--- src/rtl/irq_central_pkg.sv ---
package irq_central_pkg;
  localparam int PRIO_W = 3;
  localparam logic [7:0] CTL_RESET = 8'h87;

  typedef struct packed {
    logic             pend;
    logic             tmode;
    logic             gen;
    logic             nest;
    logic [PRIO_W-1:0] lvl;
  } ctl_t;
endpackage

--- src/rtl/irq_prio_arb.sv ---
module irq_prio_arb #(
  parameter int NSRC = 8,
  parameter int PW = 3,
  localparam int IW = (NSRC > 1) ? $clog2(NSRC) : 1
) (
  input  logic [NSRC-1:0]    valid,
  input  logic [NSRC*PW-1:0] prio,
  input  logic [PW-1:0]      lvl,
  output logic               any,
  output logic [IW-1:0]      idx,
  output logic [PW-1:0]      win_prio
);
  logic [NSRC-1:0] qual;

  for (genvar i = 0; i < NSRC; i++) begin : g_qual
    assign qual[i] = valid[i] && (prio[i*PW +: PW] < lvl);
  end

  always_comb begin
    any      = 1'b0;
    idx      = '0;
    win_prio = '1;
    for (int i = 0; i < NSRC; i++) begin
      if (qual[i] && (!any || (prio[i*PW +: PW] < win_prio))) begin
        any      = 1'b1;
        idx      = IW'(i);
        win_prio = prio[i*PW +: PW];
      end
    end
  end
endmodule

--- src/rtl/irq_lvl_stack.sv ---
module irq_lvl_stack #(
  parameter int DEPTH = 8,
  parameter int W = 3,
  localparam int IW = (DEPTH > 1) ? $clog2(DEPTH) : 1,
  localparam int CW = $clog2(DEPTH + 1)
) (
  input  logic         clk,
  input  logic         rst_n,
  input  logic         push,
  input  logic         pop,
  input  logic [W-1:0] din,
  output logic [W-1:0] dout,
  output logic         empty
);
  logic [W-1:0]  mem [DEPTH];
  logic [CW-1:0] cnt;
  logic [IW-1:0] top_i;
  logic          full;

  assign empty = (cnt == '0);
  assign full  = (cnt == CW'(DEPTH));
  assign top_i = empty ? '0 : IW'(cnt - 1'b1);
  assign dout  = mem[top_i];

  always_ff @(posedge clk or negedge rst_n) begin
    if (!rst_n) begin
      cnt <= '0;
    end else if (push && !full) begin
      cnt <= cnt + 1'b1;
    end else if (pop && !empty) begin
      cnt <= cnt - 1'b1;
    end
  end

  always_ff @(posedge clk) begin
    if (push && !full) begin
      mem[IW'(cnt)] <= din;
    end
  end
endmodule

--- src/rtl/irq_ctl_regs.sv ---
module irq_ctl_regs
  import irq_central_pkg::*;
(
  input  logic              clk,
  input  logic              rst_n,
  input  logic              wr,
  input  logic [7:0]        wdata,
  input  logic              trig,
  input  logic              ei,
  input  logic              di,
  input  logic              ack_top,
  input  logic              ack_mask,
  input  logic              ret_top,
  input  logic              ret_mask,
  input  logic              busy,
  input  logic [PRIO_W-1:0] win_prio,
  input  logic              pop_ok,
  input  logic [PRIO_W-1:0] pop_lvl,
  output ctl_t              st,
  output logic              in_top
);
  ctl_t st_n;
  logic def_vld, def_vld_n, def_val, def_val_n, in_top_n;
  logic unused_wbit;

  assign unused_wbit = wdata[7];

  always_comb begin
    st_n      = st;
    def_vld_n = 1'b0;
    def_val_n = def_val;
    if (def_vld) st_n.gen = def_val;
    if (wr) begin
      st_n.pend  = wdata[6];
      st_n.tmode = wdata[5];
      st_n.nest  = wdata[3];
      st_n.lvl   = wdata[PRIO_W-1:0];
      if (busy) begin
        def_vld_n = 1'b1;
        def_val_n = wdata[4];
      end else begin
        st_n.gen = wdata[4];
      end
    end
    if (ret_mask) begin
      st_n.gen = 1'b1;
      if (pop_ok) st_n.lvl = pop_lvl;
    end
    if (ei) st_n.gen = 1'b1;
    if (di) st_n.gen = 1'b0;
    if (ack_mask) begin
      st_n.gen = 1'b0;
      if (st.nest) st_n.lvl = win_prio;
    end
    if (ack_top) st_n.pend = 1'b0;
    if (trig)    st_n.pend = 1'b1;
    in_top_n = in_top;
    if (ret_top) in_top_n = 1'b0;
    if (ack_top) in_top_n = 1'b1;
  end

  always_ff @(posedge clk or negedge rst_n) begin
    if (!rst_n) begin
      st      <= ctl_t'(CTL_RESET[6:0]);
      def_vld <= 1'b0;
      def_val <= 1'b0;
      in_top  <= 1'b0;
    end else begin
      st      <= st_n;
      def_vld <= def_vld_n;
      def_val <= def_val_n;
      in_top  <= in_top_n;
    end
  end
endmodule

--- src/rtl/irq_central_ctl.sv ---
module irq_central_ctl
  import irq_central_pkg::*;
#(
  parameter int NSRC = 8,
  parameter int STACK_DEPTH = 8,
  localparam int IDX_W = (NSRC > 1) ? $clog2(NSRC) : 1
) (
  input  logic                   clk,
  input  logic                   rst_n,
  input  logic                   reg_wr,
  input  logic [7:0]             reg_wdata,
  output logic [7:0]             reg_rdata,
  input  logic                   top_trig,
  input  logic                   nmi_en,
  input  logic [NSRC-1:0]        req_valid,
  input  logic [NSRC*PRIO_W-1:0] req_prio,
  input  logic                   cpu_ei,
  input  logic                   cpu_di,
  input  logic                   cpu_ack,
  input  logic                   cpu_ret,
  output logic                   top_irq,
  output logic                   mask_irq,
  output logic [IDX_W-1:0]       win_idx
);
  ctl_t              st;
  logic              in_top, any_q, stk_empty;
  logic [PRIO_W-1:0] win_prio, pop_lvl;
  logic              ack_top, ack_mask, ret_top, ret_mask, push, pop;

  irq_prio_arb #(.NSRC(NSRC), .PW(PRIO_W)) u_arb (
    .valid(req_valid), .prio(req_prio), .lvl(st.lvl),
    .any(any_q), .idx(win_idx), .win_prio(win_prio)
  );

  assign top_irq  = st.pend && !in_top && (st.tmode ? st.gen : nmi_en);
  assign mask_irq = st.gen && any_q && !top_irq && !in_top;

  assign ack_top  = cpu_ack && top_irq;
  assign ack_mask = cpu_ack && mask_irq;
  assign ret_top  = cpu_ret && !cpu_ack && in_top;
  assign ret_mask = cpu_ret && !cpu_ack && !in_top;
  assign push     = ack_mask && st.nest;
  assign pop      = ret_mask && st.nest && !stk_empty;

  irq_lvl_stack #(.DEPTH(STACK_DEPTH), .W(PRIO_W)) u_stk (
    .clk(clk), .rst_n(rst_n), .push(push), .pop(pop),
    .din(st.lvl), .dout(pop_lvl), .empty(stk_empty)
  );

  irq_ctl_regs u_regs (
    .clk(clk), .rst_n(rst_n), .wr(reg_wr), .wdata(reg_wdata),
    .trig(top_trig), .ei(cpu_ei), .di(cpu_di),
    .ack_top(ack_top), .ack_mask(ack_mask),
    .ret_top(ret_top), .ret_mask(ret_mask),
    .busy(top_irq || mask_irq), .win_prio(win_prio),
    .pop_ok(pop), .pop_lvl(pop_lvl), .st(st), .in_top(in_top)
  );

  assign reg_rdata = {1'b1, st};
endmodule

--- config.mk ---
export PLATFORM = sky130hd
export DESIGN_NAME = irq_central_ctl
export DESIGN_NICKNAME = d
export VERILOG_FILES = /design/src/rtl/irq_central_pkg.sv /design/src/rtl/irq_prio_arb.sv /design/src/rtl/irq_lvl_stack.sv /design/src/rtl/irq_ctl_regs.sv /design/src/rtl/irq_central_ctl.sv
export SDC_FILE = /design/constraint.sdc
export NUM_CORES = 1
export LEC_CHECK = 0
export ABC_AREA = 1
export BUFFER_PORTS_ARGS = -buffer_cell sky130_fd_sc_hd__clkbuf_2
export CAP_MARGIN = 10
export CORE_UTILIZATION = 51
export CTS_BUF_LIST = sky130_fd_sc_hd__clkbuf_16
export CTS_CLUSTER_DIAMETER = 150
export DETAILED_ROUTE_END_ITERATION = 7
export PLACE_DENSITY_LB_ADDON = 0.12
export SYNTH_ARGS = -nofsm -noshare
export SYNTH_HDL_FRONTEND = slang
export SYNTH_SLANG_ARGS = --single-unit
--- constraint.sdc ---
create_clock -name clk -period 11 [get_ports clk]
set_input_delay 2.2 -clock clk [delete_from_list [all_inputs] [get_ports clk]]
set_output_delay 2.2 -clock clk [all_outputs]
set_load 0.03 [all_outputs]
==> impl_summary.txt, run 1 <==
----------------------------------------------------
[Routing]
  Total vias in the final route ... 3,147
  Antenna Violating Nets Remaining ... 0
  Wirelength per Cell ... 14.7 µm
  Average vias per placed instance ... 5.34
  Detailed-route wire length ... 8.64 mm
  First-pass detailed-route iteration total ... 5
  Detailed-route DRC error count ... 0
  Drt first-iter violations ... 186

[Die]
  Placeable Area ... 5920 µm²
  Total number of placement rows ... 28
  Width of the die ... 80.2 µm
  Die Footprint ... 6440 µm²
  Starting utilization of the core area ... 0.527
  Die height ... 80.2 µm
  I/O pin cnt ... 62

[Critical path]
  Crit path required time ... 8.80 ns
  Slowest library cell on the worst path ... sky130_fd_sc_hd__ha_1
  Kind of critical path ... in -> out
  CP most frequent cell ... sky130_fd_sc_hd__nand2_2
  Startpoint type of the worst setup path ... input pin
  Critical path's largest stage delay ... 0.29 ns
  Critical path arrival ... 8.75 ns
  Crit. End Element ... output pin
  Maximum net fanout on the critical path ... 5

[Flow run]
  Max-cap check violation count ... 0

[Synthesis]
  Number of warnings printed during yosys synthesis ... 0
  Post-synthesis sequential area ratio ... 0.344
  Cell count after synthesis ... 403
  Cell taking the most area after synthesis ... sky130_fd_sc_hd__edfxtp_1
  Distinct cell type count of the synthesized netlist ... 41
  Top post-synthesis cells by count ... sky130_fd_sc_hd__nand2_1, sky130_fd_sc_hd__inv_1, sky130_fd_sc_hd__o21ai_0, sky130_fd_sc_hd__nand3_1, sky130_fd_sc_hd__nor2_1
  Post-synth ARST share ... 0.368
  Post-synth top flop ... sky130_fd_sc_hd__edfxtp_1
  Number of storage elements in the synthesis netlist ... 38
  Post-Syn Area per Cell ... 7.75 µm²
  Area share of the leading cell type in the synthesized netlist ... 0.231
  Number of enable-type register cells in the synthesized netlist ... 24
  Netlist area before placement ... 3120 µm²
  Leading cell type by number of instances after synthesis ... sky130_fd_sc_hd__nand2_1
  Top post-synthesis cells by area ... sky130_fd_sc_hd__edfxtp_1, sky130_fd_sc_hd__ha_1, sky130_fd_sc_hd__nand2_1
  Synthesized netlist net count ... 480

[Cells and area]
  Final core utilization ... 0.741
  Total Nets Final ... 591
  Final antenna diode count ... 0
  Fraction of layout cells with a size suffix above 1 ... 0.407
  Post-route non-filler standard cell count ... 589
  Area Growth Syn to Fin ... 40.6%

[Clocking]
  Root buf cell ... sky130_fd_sc_hd__clkbuf_16
  CTS tree ... done
  CTS buffer count ... 5
  Total number of clock tree sinks ... 38
  Clock-pin slew reported for the worst setup and hold paths after clock tree synthesis ... 0.05 ns
  CTS H-tree depth ... 2
  Max Root-Sink Buffers ... 2
  Hold-fix buffers, CTS ... 0
  Worst skew pair latency ... 0.28 ns

[Global routing]
  Number of antenna violations at the first check in global routing ... 0
  Global routing usage on met3 ... 0.0500
  Vias in the first global route ... 2,866
  Maximum number of pins on one net before global-route repair ... 15
  Global-route met1 utilization ... 0.309
  Remaining Overflow, GRT ... 0
  Wire length of the first global-routing pass ... 12.7 mm
  Busiest metal layer after global routing ... met2
  GR Util met2 ... 0.457
  Global-route usage over all layers ... 0.255

[Timing]
  Hold Worst Slack ... 0.518 ns
  Min setup slack post-route ... 0.0512 ns
  Worst Tran Pin Value ... 0.768 ns
  Post-layout minimum cycle time ... 10.95 ns
  Hold violation total from the final report ... 0
  Max transition margin ... 0.486
  Final max-slew violation count ... 0
  Setup repair after global routing missed its margin ... yes
  Fraction of the cycle the final worst path needs ... 0.995
  Post-route clock skew ... 0.00313 ns
  Final setup violation count ... 0
  Highest Clock Rate ... 91.3 MHz

[Power]
  Total leakage power ... 2.18 nW
  Sequential cell fraction of total power ... 0.185
  Combinational share of power ... 0.673
  Share of total power consumed by net switching ... 0.448
  Worst voltage drop across the vdd grid ... 0.117 mV
  Power per unit of standard cell area ... 252 nW/µm²
  Power spent charging and discharging nets ... 0.496 mW
  Tot Pwr ... 1.11 mW
  Power share of the clock group ... 0.142
  Internal power consumption ... 0.610 mW

[Placed design]
  Placement Setup Slack ... -0.729 ns
  Cell count after placement ... 568
  # port buffers ... 59
  Post-DP HPWL ... 6.07 mm
  Last weighted congestion value of the routability-driven placer ... 0.857

[Status]
  Status ... completed

[Min path]
  Worst min path class ... reg -> reg

----------------------------------------------------
## sequential cells by signal, indices dropped and copies added, names as in the netlist
register        cells
u_regs.def_vld      1
u_stk.cnt           4
u_regs.def_val      1
u_stk.mem          24
u_regs.st           7
u_regs.in_top       1
## layout by cell type, fill, tap and decap left out, types with 5 or more instances in the layout
| master | instances |
|---|---|
| sky130_fd_sc_hd__a21oi_1 | 15 |
| sky130_fd_sc_hd__buf_4 | 50 |
| sky130_fd_sc_hd__clkbuf_16 | 5 |
| sky130_fd_sc_hd__clkbuf_2 | 55 |
| sky130_fd_sc_hd__dfrtp_1 | 11 |
| sky130_fd_sc_hd__edfxtp_1 | 24 |
| sky130_fd_sc_hd__ha_1 | 19 |
| sky130_fd_sc_hd__ha_4 | 9 |
| sky130_fd_sc_hd__inv_1 | 51 |
| sky130_fd_sc_hd__inv_2 | 10 |
| sky130_fd_sc_hd__nand2_1 | 63 |
| sky130_fd_sc_hd__nand2_2 | 24 |
| sky130_fd_sc_hd__nand2_4 | 16 |
| sky130_fd_sc_hd__nand3_1 | 28 |
| sky130_fd_sc_hd__nor2_1 | 28 |
| sky130_fd_sc_hd__o211ai_1 | 10 |
| sky130_fd_sc_hd__o21ai_0 | 23 |
| sky130_fd_sc_hd__o21ai_2 | 5 |
| sky130_fd_sc_hd__o21ai_4 | 6 |
| sky130_fd_sc_hd__o21bai_1 | 8 |
| sky130_fd_sc_hd__or2_2 | 6 |
## kinds of logic after synthesis
group	Yosys count	synth area share
other	1	0.00120
AO/OA/AOI/OAI	79	0.152
buffers and inverters	68	0.0834
AND/OR/NAND/NOR	183	0.290
adder cells (fa/ha/maj)	28	0.112
flip-flops	38	0.344
multiplexers	1	0.00321
XOR/XNOR	5	0.0140
## metrics by stage
stage               TNS, ns  area (µm²)
floorplan                 0        3120
global route          -1.08        4390
global placement      -1.44        3760
detailed placement    -2.14        3760
CTS                       0        3950
finish                    0        4390
## final timing paths
kind                         startpoint      endpoint  slack, ns  cells past startpoint
setup reg to reg           u_regs.st[2]  u_regs.st[2]       3.29                     70
hold reg to reg            u_regs.st[5]  u_regs.st[5]       0.52                      2
setup / recovery            req_prio[2]    win_idx[2]       0.05                     67
hold / removal             u_regs.st[5]  u_regs.st[5]       0.52                      2
min in group asynchronous         rst_n  u_regs.st[4]       1.83                      1
max in group asynchronous         rst_n  u_regs.st[1]       8.86                      1
## layer usage
layer  vias to the layer above  part of all wire
met5                         -                 0
met4                         0             0.017
met3                        14             0.039
met2                        75              0.53
met1                      1491              0.41
li1                       1567                 -
## worst max-delay path, delay by kind of cell
family | cells | cell delay (ns)
simple gates | 41 | 2.97
fa+ha+maj | 8 | 2.01
compound gates | 8 | 0.96
buf+inv | 10 | 0.57
## timing repair
item                                    4_1_cts  5_1_grt
resized for setup                            16       72
pin swaps                                     0       50
setup buffers                                 0       14
endpoints found under the setup margin        3        3
## cell type report
cell class,count,area (µm²)
clock buffers,5,125
clock inverters,2,33.8
fillers,452,1530
inverters,62,233
multi-input cells,297,2110
flip-flops and latches,38,1070
well taps,75,93.8
repair buffers,110,716
## power groups by stage
stage | sequential (mW) | clock, mW | combinational [mW]
5_1_grt | 0.208 | 0.162 | 0.812
3_5_place_dp | 0.207 | 0 | 0.559
2_1_floorplan | 0.206 | 0 | 0.366
3_3_place_gp | 0.205 | 0 | 0.537
4_1_cts | 0.204 | 0.158 | 0.576
6_report | 0.205 | 0.157 | 0.744
Power figures use the tool's default switching activity.
==> run 2: changes to the inputs <==
Settings changed: CELL_PAD_IN_SITES_DETAIL_PLACEMENT set to 2, CELL_PAD_IN_SITES_GLOBAL_PLACEMENT set to 2, CORE_UTILIZATION 51 to 29, REMOVE_ABC_BUFFERS set to 1.
==> run 2 against run 1 <==
  * Clock skew increased by 0.0016 ns
  * Non-clock buffer count is 29 higher
  * Critical path type unchanged
  * Fmax down 3.7%
  * Total power grew 12%
  * Sequential power hardly changed
  * The flow now finishes with violations (setup timing)
  * Critical endpoint is now win_idx[1]
  * Final cell count is 15% higher
  * Critical path depth shrank 1
  * Clock-buffer cell count unchanged
  * Die area is 74% higher
==> impl_summary.txt, run 2 (synthesis results as in run 1) <==
----------------------------------------------------
[Die]
  Placeable Area ... 10,400 µm²
  Die Footprint ... 11,200 µm²
  Total number of placement rows ... 37
  Width of the die ... 106 µm
  Die height ... 106 µm
  Starting utilization of the core area ... 0.301
  I/O pin cnt ... 62

[Critical path]
  Critical path arrival ... 9.17 ns
  CP most frequent cell ... sky130_fd_sc_hd__nand2_2
  Maximum net fanout on the critical path ... 5
  Kind of critical path ... in -> out
  FF-to-FF setup slack ... 3.17 ns
  Critical path's largest stage delay ... 0.34 ns
  Crit. End Element ... output pin
  Slowest library cell on the worst path ... sky130_fd_sc_hd__ha_1
  Crit path required time ... 8.80 ns
  Startpoint type of the worst setup path ... input pin

[Routing]
  Detailed-route DRC error count ... 0
  Antenna Violating Nets Remaining ... 0
  First-pass detailed-route iteration total ... 4
  Average vias per placed instance ... 5.12
  Total vias in the final route ... 3,482
  Wirelength per Cell ... 21.0 µm
  Drt first-iter violations ... 114
  Detailed-route wire length ... 14.3 mm

[Clocking]
  CTS H-tree depth ... 2
  Total number of clock tree sinks ... 38
  CTS buffer count ... 5
  Max Root-Sink Buffers ... 2
  Clock-pin slew reported for the worst setup and hold paths after clock tree synthesis ... 0.05 ns
  Hold-fix buffers, CTS ... 0
  Worst skew pair latency ... 0.28 ns
  Root buf cell ... sky130_fd_sc_hd__clkbuf_16
  CTS tree ... done

[Cells and area]
  Area Growth Syn to Fin ... 54.0%
  Fill cells ... 1,173
  Sequential standard cell area ... 1070 µm²
  Reg with most FFs ... u_stk.mem
  Largest registers ranked by flip-flop count ... u_stk.mem x24, u_regs.st x7, u_stk.cnt x4
  Flip-flop count of the largest register after layout ... 24
  Final antenna diode count ... 0
  Most common library cell in the layout ignoring fill and taps ... sky130_fd_sc_hd__buf_4
  Fraction of layout cells with a size suffix above 1 ... 0.482
  Combined area of the multi-input logic cells ... 2210 µm²
  Total Nets Final ... 620
  Commonest non-fill, non-tap cells in the layout ... sky130_fd_sc_hd__buf_4, sky130_fd_sc_hd__clkbuf_2, sky130_fd_sc_hd__inv_1, sky130_fd_sc_hd__nand2_1, sky130_fd_sc_hd__nand2_2

[Timing]
  Hold Worst Slack ... 0.529 ns
  Max transition margin ... 0.428
  Setup repair after global routing missed its margin ... yes
  Fraction of the cycle the final worst path needs ... 1.03
  Highest Clock Rate ... 87.9 MHz
  Worst Tran Pin Value ... 0.848 ns
  Min setup slack post-route ... -0.373 ns
  Post-layout minimum cycle time ... 11.37 ns
  Post-route clock skew ... 0.00476 ns
  Hold violation total from the final report ... 0
  Final max-slew violation count ... 0
  Final setup violation count ... 3

[Global routing]
  Maximum number of pins on one net before global-route repair ... 15
  Remaining Overflow, GRT ... 0
  Global-route usage over all layers ... 0.238
  Number of antenna violations at the first check in global routing ... 0
  Wire length of the first global-routing pass ... 20.5 mm
  Vias in the first global route ... 3,939

[Status]
  Violated checks ... setup timing
  Status ... finished, violations left

[Flow run]
  Max-cap check violation count ... 0

[Placed design]
  Last weighted congestion value of the routability-driven placer ... 0.740
  Post-DP HPWL ... 8.39 mm
  # port buffers ... 59

[Power]
  Worst voltage drop across the vdd grid ... 0.0986 mV
  Power per unit of standard cell area ... 258 nW/µm²
  Total leakage power ... 2.37 nW
  Tot Pwr ... 1.24 mW

[Min path]
  Worst min path class ... reg -> reg

----------------------------------------------------
[run 2: layout make-up]
class	instances	area share
sequential	38	0.224
timing repair buffer	139	0.198
clock buffer	5	0.0260
clock inverter	3	0.00781
multi-input combinational	297	0.460
inverter	62	0.0495
tap	136	0.0354
[run 2: stage by stage]
stage	worst slack [ns]	std cells	util	instance area (µm²)	setup TNS (ns)
2_1_floorplan	0.244	397	-	3090	0
3_3_place_gp	-0.598	637	0.376	3900	-1.74
3_5_place_dp	-0.966	637	0.376	3900	-2.84
4_1_cts	-0.141	677	0.437	4530	-0.328
5_1_grt	-0.665	680	0.464	4810	-1.83
6_report	-0.373	680	0.464	4810	-0.961
[run 2: critical path, delay by kind of cell]
| family | cells | cell delay (ns) |
|---|---|---|
| compound gates | 8 | 1.18 |
| fa+ha+maj | 7 | 1.79 |
| buf+inv | 11 | 0.82 |
| simple gates | 40 | 3.11 |
[run 2: repair_timing]
item	4_1_cts	5_1_grt
gates resized for setup	59	64
setup buffers	32	6
endpoints found under the setup margin	3	3
pin swaps	42	60
hold endpoints to repair	0	0
[run 2: final timing paths]
| kind | from | cells past startpoint | end |
|---|---|---|---|
| worst min register to register | u_regs.def_val | 2 | u_regs.def_val |
| max in group asynchronous | rst_n | 1 | u_regs.st[1] |
| worst min-delay path | u_regs.def_val | 2 | u_regs.def_val |
| worst max register to register | u_regs.st[2] | 68 | u_regs.st[0] |
| worst max-delay path | req_prio[2] | 66 | win_idx[1] |
| min in group asynchronous | rst_n | 1 | u_stk.cnt[1] |
[run 2: report_power, final]
group | leakage (nW) | total (mW) | internal (mW) | switching (mW)
logic | 1.91 | 0.871 | 0.370 | 0.501
clock network | 0.0826 | 0.160 | 0.105 | 0.0550
registers | 0.379 | 0.207 | 0.179 | 0.0283
total | 2.37 | 1.24 | 0.654 | 0.584
[run 2: routing by layer]
layer,global-route usage,vias up,part of all wire
met5,0,-,0
met4,0.0853,0,0.031
met3,0.0216,30,0.021
met2,0.469,73,0.55
met1,0.259,1756,0.40
li1,-,1623,-
